**src/rtl/cellvid_pkg.sv**
```systemverilog
// Shared types and constants for the colour-cell renderer.
// Assumes square tiles whose side is a power of two.
package cellvid_pkg;
    localparam int CELL_LOG = 3;             // tile side = 2**CELL_LOG pixels
    localparam int CELL_PX  = 1 << CELL_LOG;
    typedef logic [7:0] colour_t;
endpackage

```
**src/rtl/cellvid_timing.sv**
```systemverilog
// Raster position counters and sync/active decode.
// Assumes every total is a multiple of the tile side and visible < total.
// Reset places the raster at the start of the last line of the frame.
module cellvid_timing #(
    parameter int HVIS = 640,
    parameter int HFP  = 16,
    parameter int HSY  = 96,
    parameter int HBP  = 48,
    parameter int VVIS = 480,
    parameter int VFP  = 10,
    parameter int VSY  = 2,
    parameter int VBP  = 33,
    localparam int HTOT = HVIS + HFP + HSY + HBP,
    localparam int VTOT = VVIS + VFP + VSY + VBP,
    localparam int HW   = $clog2(HTOT),
    localparam int VW   = $clog2(VTOT)
) (
    input  logic          clk,
    input  logic          rst_n,
    output logic [HW-1:0] hpos,
    output logic [VW-1:0] vpos,
    output logic          hsync_n,
    output logic          vsync_n,
    output logic          active
);
    localparam logic [HW-1:0] H_LAST = HW'(HTOT - 1);
    localparam logic [HW-1:0] H_VIS  = HW'(HVIS);
    localparam logic [HW-1:0] HS_BEG = HW'(HVIS + HFP);
    localparam logic [HW-1:0] HS_END = HW'(HVIS + HFP + HSY);
    localparam logic [VW-1:0] V_LAST = VW'(VTOT - 1);
    localparam logic [VW-1:0] V_VIS  = VW'(VVIS);
    localparam logic [VW-1:0] VS_BEG = VW'(VVIS + VFP);
    localparam logic [VW-1:0] VS_END = VW'(VVIS + VFP + VSY);

    // Advance pixel counter, and line counter at end of each line.
    always_ff @(posedge clk) begin
        if (!rst_n) begin
            hpos <= '0;
            vpos <= V_LAST;
        end else if (hpos == H_LAST) begin
            hpos <= '0;
            vpos <= (vpos == V_LAST) ? '0 : vpos + 1'b1;
        end else begin
            hpos <= hpos + 1'b1;
        end
    end

    // Decode sync pulses and visible window from the counters.
    always_comb begin
        hsync_n = !((hpos >= HS_BEG) && (hpos < HS_END));
        vsync_n = !((vpos >= VS_BEG) && (vpos < VS_END));
        active  = (hpos < H_VIS) && (vpos < V_VIS);
    end
endmodule

```
**src/rtl/cellvid_fetch.sv**
```systemverilog
// Tile fetch scheduler: in each tile, one read for the next tile.
// Assumes at least one blanking tile per line, so the last tile of the
// line can prefetch column 0 of the following line.
module cellvid_fetch #(
    parameter int HTOT = 800,
    parameter int VTOT = 525,
    parameter int COLS = 80,
    parameter int VVIS = 480,
    parameter int AW   = 13,
    localparam int HW  = $clog2(HTOT),
    localparam int VW  = $clog2(VTOT),
    localparam int CW  = HW - cellvid_pkg::CELL_LOG,
    localparam int RW  = VW - cellvid_pkg::CELL_LOG
) (
    input  logic          clk,
    input  logic          rst_n,
    input  logic [HW-1:0] hpos,
    input  logic [VW-1:0] vpos,
    output logic          vram_rd,
    output logic [AW-1:0] vram_addr
);
    import cellvid_pkg::*;
    localparam int HCELLS = HTOT / CELL_PX;
    localparam logic [CW-1:0] LAST_COL = CW'(HCELLS - 1);
    localparam logic [CW-1:0] N_COLS   = CW'(COLS);
    localparam logic [VW-1:0] V_LAST   = VW'(VTOT - 1);
    localparam logic [VW-1:0] V_VIS    = VW'(VVIS);
    localparam logic [CELL_LOG-1:0] ISSUE_PH = CELL_LOG'(CELL_PX - 3);

    logic [CW-1:0]       col, tcol;
    logic [VW-1:0]       tline;
    logic [RW-1:0]       trow;
    logic [CELL_LOG-1:0] phase;
    logic                tvalid;
    logic [AW-1:0]       taddr;

    // Work out which tile the next fetch targets and whether it is shown.
    always_comb begin
        col   = hpos[HW-1:CELL_LOG];
        phase = hpos[CELL_LOG-1:0];
        if (col == LAST_COL) begin
            tcol  = '0;
            tline = (vpos == V_LAST) ? '0 : vpos + 1'b1;
        end else begin
            tcol  = col + 1'b1;
            tline = vpos;
        end
        trow   = tline[VW-1:CELL_LOG];
        tvalid = (tcol < N_COLS) && (tline < V_VIS);
        taddr  = AW'(trow) * AW'(COLS) + AW'(tcol);
    end

    // Register the read strobe and address two clocks before the tile ends.
    always_ff @(posedge clk) begin
        if (!rst_n) begin
            vram_rd   <= 1'b0;
            vram_addr <= '0;
        end else if (phase == ISSUE_PH) begin
            vram_rd <= tvalid;
            if (tvalid) vram_addr <= taddr;
        end else begin
            vram_rd <= 1'b0;
        end
    end
endmodule

```
**src/rtl/cellvid_colour.sv**
```systemverilog
// Colour stage: captures the returned tile byte on the last pixel of a
// tile and gates it to zero outside the visible window.
// Assumes RAM data is valid in the last pixel clock of the tile.
module cellvid_colour #(
    parameter int PW = 3
) (
    input  logic                 clk,
    input  logic                 rst_n,
    input  logic [PW-1:0]        phase,
    input  logic                 active,
    input  cellvid_pkg::colour_t rdata,
    output cellvid_pkg::colour_t colour
);
    cellvid_pkg::colour_t held;

    // Capture the next tile's byte at the tile boundary.
    always_ff @(posedge clk) begin
        if (!rst_n)                held <= '0;
        else if (phase == '1)      held <= rdata;
    end

    // Blank the output outside the visible window.
    always_comb colour = active ? held : '0;
endmodule

```
**src/rtl/cellvid_top.sv**
```systemverilog
// Colour-cell VGA renderer top: timing, tile fetch and colour stage.
// Assumes a synchronous video RAM returning data one clock after a read.
module cellvid_top #(
    parameter int HVIS = 640,
    parameter int HFP  = 16,
    parameter int HSY  = 96,
    parameter int HBP  = 48,
    parameter int VVIS = 480,
    parameter int VFP  = 10,
    parameter int VSY  = 2,
    parameter int VBP  = 33,
    parameter int AW   = 13
) (
    input  logic          clk,
    input  logic          rst_n,
    output logic          vram_rd,
    output logic [AW-1:0] vram_addr,
    input  logic [7:0]    vram_rdata,
    output logic          hsync_n,
    output logic          vsync_n,
    output logic          active,
    output logic [7:0]    colour
);
    import cellvid_pkg::*;
    localparam int HTOT   = HVIS + HFP + HSY + HBP;
    localparam int VTOT   = VVIS + VFP + VSY + VBP;
    localparam int HW     = $clog2(HTOT);
    localparam int VW     = $clog2(VTOT);
    localparam int COLS   = HVIS / CELL_PX;
    localparam int ROWS   = VVIS / CELL_PX;
    localparam int NCELLS = COLS * ROWS;

    logic [HW-1:0] hpos;
    logic [VW-1:0] vpos;

    cellvid_timing #(
        .HVIS(HVIS), .HFP(HFP), .HSY(HSY), .HBP(HBP),
        .VVIS(VVIS), .VFP(VFP), .VSY(VSY), .VBP(VBP)
    ) u_timing (
        .clk(clk), .rst_n(rst_n), .hpos(hpos), .vpos(vpos),
        .hsync_n(hsync_n), .vsync_n(vsync_n), .active(active)
    );

    cellvid_fetch #(
        .HTOT(HTOT), .VTOT(VTOT), .COLS(COLS), .VVIS(VVIS), .AW(AW)
    ) u_fetch (
        .clk(clk), .rst_n(rst_n), .hpos(hpos), .vpos(vpos),
        .vram_rd(vram_rd), .vram_addr(vram_addr)
    );

    cellvid_colour #(.PW(CELL_LOG)) u_colour (
        .clk(clk), .rst_n(rst_n), .phase(hpos[CELL_LOG-1:0]),
        .active(active), .rdata(vram_rdata), .colour(colour)
    );
endmodule

```
**config.mk**
```make
export PLATFORM = sky130hd
export DESIGN_NAME = cellvid_top
export DESIGN_NICKNAME = d
export VERILOG_FILES = /design/src/rtl/cellvid_pkg.sv /design/src/rtl/cellvid_timing.sv /design/src/rtl/cellvid_fetch.sv /design/src/rtl/cellvid_colour.sv /design/src/rtl/cellvid_top.sv
export SDC_FILE = /design/constraint.sdc
export NUM_CORES = 1
export LEC_CHECK = 0
export ABC_CLOCK_PERIOD_IN_PS = 4280
export BUFFER_PORTS_ARGS = -buffer_cell sky130_fd_sc_hd__buf_2
export CORE_MARGIN = 1
export CORE_UTILIZATION = 50
export DETAILED_ROUTE_END_ITERATION = 6
export PLACE_DENSITY = 0.7
export SETUP_SLACK_MARGIN = 0.02
export SLEW_MARGIN = 10
export SYNTH_ARGS = -nofsm -noshare
export SYNTH_HDL_FRONTEND = slang
export SYNTH_SLANG_ARGS = --single-unit
```
**constraint.sdc**
```tcl
create_clock -name clk -period 4.28 [get_ports clk]
set_input_delay 0 -clock clk [delete_from_list [all_inputs] [get_ports clk]]
set_output_delay 0 -clock clk [all_outputs]
set_load 0.02 [all_outputs]
```
Word-level counts from Yosys, hierarchy flattened
Cells that the tools add are included.

$mul: 1. Equal/unequal tests: 5. Reduce and logical (&&, ||, !) cells: 9. Add/subtract/negate cells: 4. Order comparisons: 8. Bitwise operators: 1. Mux-type cells: 4.

Operator list (number): $lt A10 B9 Y1 const B (3); $add A10 B1 Y10 const B (2); $eq A10 B10 Y1 const B (2); $lt A10 B10 Y1 const B (2); $mux W10 (2); $add A13 B7 Y13 (1); $ge A10 B10 Y1 const B (1); $ge A10 B9 Y1 const B (1); $mul A7 B3 Y9 const B (1); $mux W8 (1); $add A7 B1 Y7 const B (1); $eq A7 B7 Y1 const B (1); $lt A7 B7 Y1 const B (1); $mux W7 (1); $eq A3 B3 Y1 const B (2); $logic_and A1 B1 Y1 (4); $reduce_and A2 Y1 (2); $logic_not A1 Y1 (2); $reduce_or A2 Y1 (1); $not A1 Y1 (1).

Output and inout port bits: 25. Bits of input ports: 10. Bits in registers: 42. Word-level logic and storage cells: 37.

Logic depth before layout (Yosys ltp)
Depth in word-level cells: 6. Mapped depth: 17. Gate-level depth less buffers: 16.

Hierarchy
Synthesis repeated with hierarchy kept, for this count alone.

Cells, all modules: 323. Area total of the unflattened synthesis: 2792.7 um^2.

By module, submodules not included: cellvid_fetch (area an instance 1330.0 um^2, cells an instance 156, times used 1, sequential area each 280.3 um^2); cellvid_timing (area an instance 1078.5 um^2, cells an instance 123, times used 1, sequential area each 400.4 um^2); cellvid_colour (area an instance 384.1 um^2, cells an instance 44, times used 1, sequential area each 160.2 um^2).

Worst setup path after synthesis
Ideal clock, no wire load.

Path type: reg2reg. Start: register u_timing.hpos[4]. End: register u_fetch.vram_addr[12]. Cell stages (with the launch flop): 16. Buffers on the path: 1. Data arrival time: 3.615 ns. Required time: 4.208 ns. Library setup time: 0.072 ns. Clock period less this slack: 3.686 ns. Path slack: 0.594 ns. Cell sequence: dfxtp_1 > ha_1 > nand2b_1 > or2_1 > clkbuf_1 > nor3_1 > nand3_1 > xnor2_1 > ha_1 > fa_1 > xor2_1 > o2111ai_1 > nor4b_1 > xnor2_1 > nand2_1 > mux2i_1.

Word-level cells in the longest chain between the ends: 5. Elaborated cells between the ends (all ways): 10. Classes of those cells: add/sub (2); mul (1); order compare (2); eq/ne (1); mux (2); reduce/logical (2).

RTL lines: start: declaration (line cellvid_timing.sv:20) `output logic [HW-1:0] hpos,`; start signal: assignment (line cellvid_timing.sv:44) `hpos <= hpos + 1'b1;`; parallel branches: the longest is 5 deep, another holds $add A13 B7 Y13; end signal: assignment (line cellvid_fetch.sv:60) `if (tvalid) vram_addr <= taddr;`; end: declaration (line cellvid_fetch.sv:20) `output logic [AW-1:0] vram_addr`.

Parallel ways; which one is timed is not known. A chain may end at the register's enable or synchronous reset.

Final worst setup path
Start: register u_timing.hpos[3]. End: register u_fetch.vram_addr[12].

The elaborated chain is that of the path after synthesis.

==> qor.yml <==
yosys:
  synth_common_cells: "dfxtp_1, nor2_1, nand2_1, mux2i_1, ha_1"
  synth_top_area_cell: "dfxtp_1"
  synth_edf_count: 0
  synth.most_common_cell: "dfxtp_1"
  synth_seq_area_share_pct: 30.9
  ys_ff_latch: 42
  synth_cell_types: 53
  syn_area_per_cell_um2: 8.44
  ys.flop_type: "dfxtp_1"
  synthTopCellsByArea: "dfxtp_1, ha_1, mux2i_1"
  syn-num-nets: 355
  yosys_warnings: 0
  syn_inst: 323
  async_reset_ff_share_pct: 0
  synth_area_um2: 2730
  synth_top_cell_area_share_pct: 30.9
timing:
  setup_viol: 0
  relSlewSlack_pct: 63.2
  fmax_ghz: 0.264
  rsz0062_at_grt: "false"
  tns_ps: 0
  worst_pin_slew_ps: 549
  fin_crit_ps: 3790
  slew_viol_final: 0
  report.final.hold_viol_count: 0
  finalClockSkew_ps: 7.99
  worst_slack_ps: 489
  finalCritPeriodShare_pct: 88.6
global_routing:
  grt_pass1_vias: 2033
  antenna_found_initial: 0
  grtUsageTotal_pct: 21.3
  grt-ovfl-total: 0
  grt_pass1_wl_mm: 9.27
  grt_max_degree: 33
route:
  totalWireLength_mm: 5.79
  route.antenna.remaining_nets: 0
  vias_per_cell: 5.33
  dr.first_iter.drc_count: 176
  drc: 0
  routedWlPerCell_um: 13.5
  vias: 2280
  dr.pass1.iters: 4
clocking:
  cts_setup_buffers: 0
  cts-root-buf: "clkbuf_8"
  cts_made_buffers: 5
  cts_buffer_depth: 2
  clock-sinks: 42
  cts_tree: "done"
  cts_max_level: 2
  path_clk_slew_ps: 80
  clock_latency_ps: 300
worst_setup_path:
  path_max_fanout: 7
  cpPeakStageDelay_ps: 460
  path_common_cell: "xnor2_1"
  crit_type: "reg2reg"
  crit_buf_inv: 0
  cp_cell_sequence: "ha_2 -> nand2b_1 -> or2_1 -> nor3_1 -> nand3_1 -> xnor2_1 -> ha_1 -> fa_1 -> xor2_1 -> o2111ai_1 -> nor4b_2 -> xnor2_1 -> nand2_1 -> mux2i_1"
  end_kind: "register"
  crit_arrival_ps: 4020
  worst_path_dominant_cell_family: "simple AND/OR/NAND/NOR gates"
  worst-endpoint-required_ps: 4510
  startpoint_type: "register"
  slowest_stage: "fa_1"
layout:
  layout-drive-gt1-share_pct: 15.6
  final_nets: 389
  utilization_pct: 59.9
  area_growth_syn_to_layout_pct: 13.7
  diodes: 0
  fillers: 472
die:
  initial_core_util_pct: 52.7
  rows: 26
  die_x_um: 75.8
  die_y_um: 75.8
  dieArea_um2: 5750
  core_um2: 5170
  ioPinCount: 35
placement:
  io_buffers: 34
  gp_congestion: 0.859
  pre_cts_ws_ps: 298
  place_hpwl_mm: 4.00
outcome:
  status: "finished, final reports clean"
power:
  power_density_nw_per_um2: 238
  leakagePower_uw: 0.00131
  peakVddDrop_v: 0.000143
min_path:
  hold_path.class: "in2reg"
run:
  maxCapViolCount: 0
## per-stage QoR
step | total power, uW | cell area (um^2) | hold slack (ps) | std cells
2_1_floorplan | 417 | 2730 | 147 | 323
3_3_place_gp | 425 | 2900 | 240 | 412
3_5_place_dp | 425 | 2900 | 244 | 412
4_1_cts | 743 | 3090 | 159 | 428
5_1_grt | 765 | 3100 | 197 | 428
6_report | 738 | 3100 | 158 | 428
## final timing paths
check | start | to | slack (ps) | cells past startpoint
min reg2reg | u_fetch.vram_addr[7] | u_fetch.vram_addr[7] | 460 | 2
min | rst_n | u_timing.vpos[3] | 160 | 2
max | u_timing.hpos[3] | u_fetch.vram_addr[12] | 490 | 14
max reg2reg | u_timing.hpos[3] | u_fetch.vram_addr[12] | 490 | 14
## cell usage in the layout (no fill, tap or decap), drive strengths merged, types with 9 or more instances in the layout
master and instances:
a21oi 11, inv 9, mux2i 21, xnor2 16
dfxtp 42, nand2 34, o21ai 19, ha 20
buf 37, nand3 14, nor2 39
## sequential cells by signal, indices dropped and copies added (netlist names)
register           flops
u_fetch.vram_addr     13
u_fetch.vram_rd        1
u_colour.held          8
u_timing.hpos         10
u_timing.vpos         10
## power by group
part	switching, uW	total, uW	internal (uW)
Clock	142	316	174
Combinational	13.8	25.4	11.6
Sequential	3.55	397	393
Total	160	738	579
## cell families (layout without fill, tap and decap cells)
family	count (synthesis)	after routing	share of synthesized area, %
fa+ha+maj	22	22	10.7
buf+inv	28	63	5.37
mux	21	21	7.71
flops	42	42	30.9
compound gates	47	47	10.7
xor+xnor	24	24	7.71
simple gates	139	139	27.0
## area by class of cell
class	count	area (um^2)	share of cell area, %
clock buffer	6	72.6	2.34
clock inverter	2	37.5	1.21
inverter	10	37.5	1.21
multi-input combinational	253	1750	56.4
sequential	42	843	27.2
tap	70	87.6	2.83
timing repair buffer	45	273	8.80
## what timing repair did
item / in CTS / in global routing
endpoints found under the hold margin: 8 / 0
hold buffers: 8 / 0
resized for setup: 0 / 4
endpoints found under the setup margin: 0 / 2
## layer usage
layer  up-vias  wire (um)  GRT usage, %
met5         -          0             0
met4         0         85          7.41
met3         9        241          3.84
met2        57       2540          34.6
met1      1031       2930          28.4
li1       1183          -             -
(Power assumes the default switching activity.)
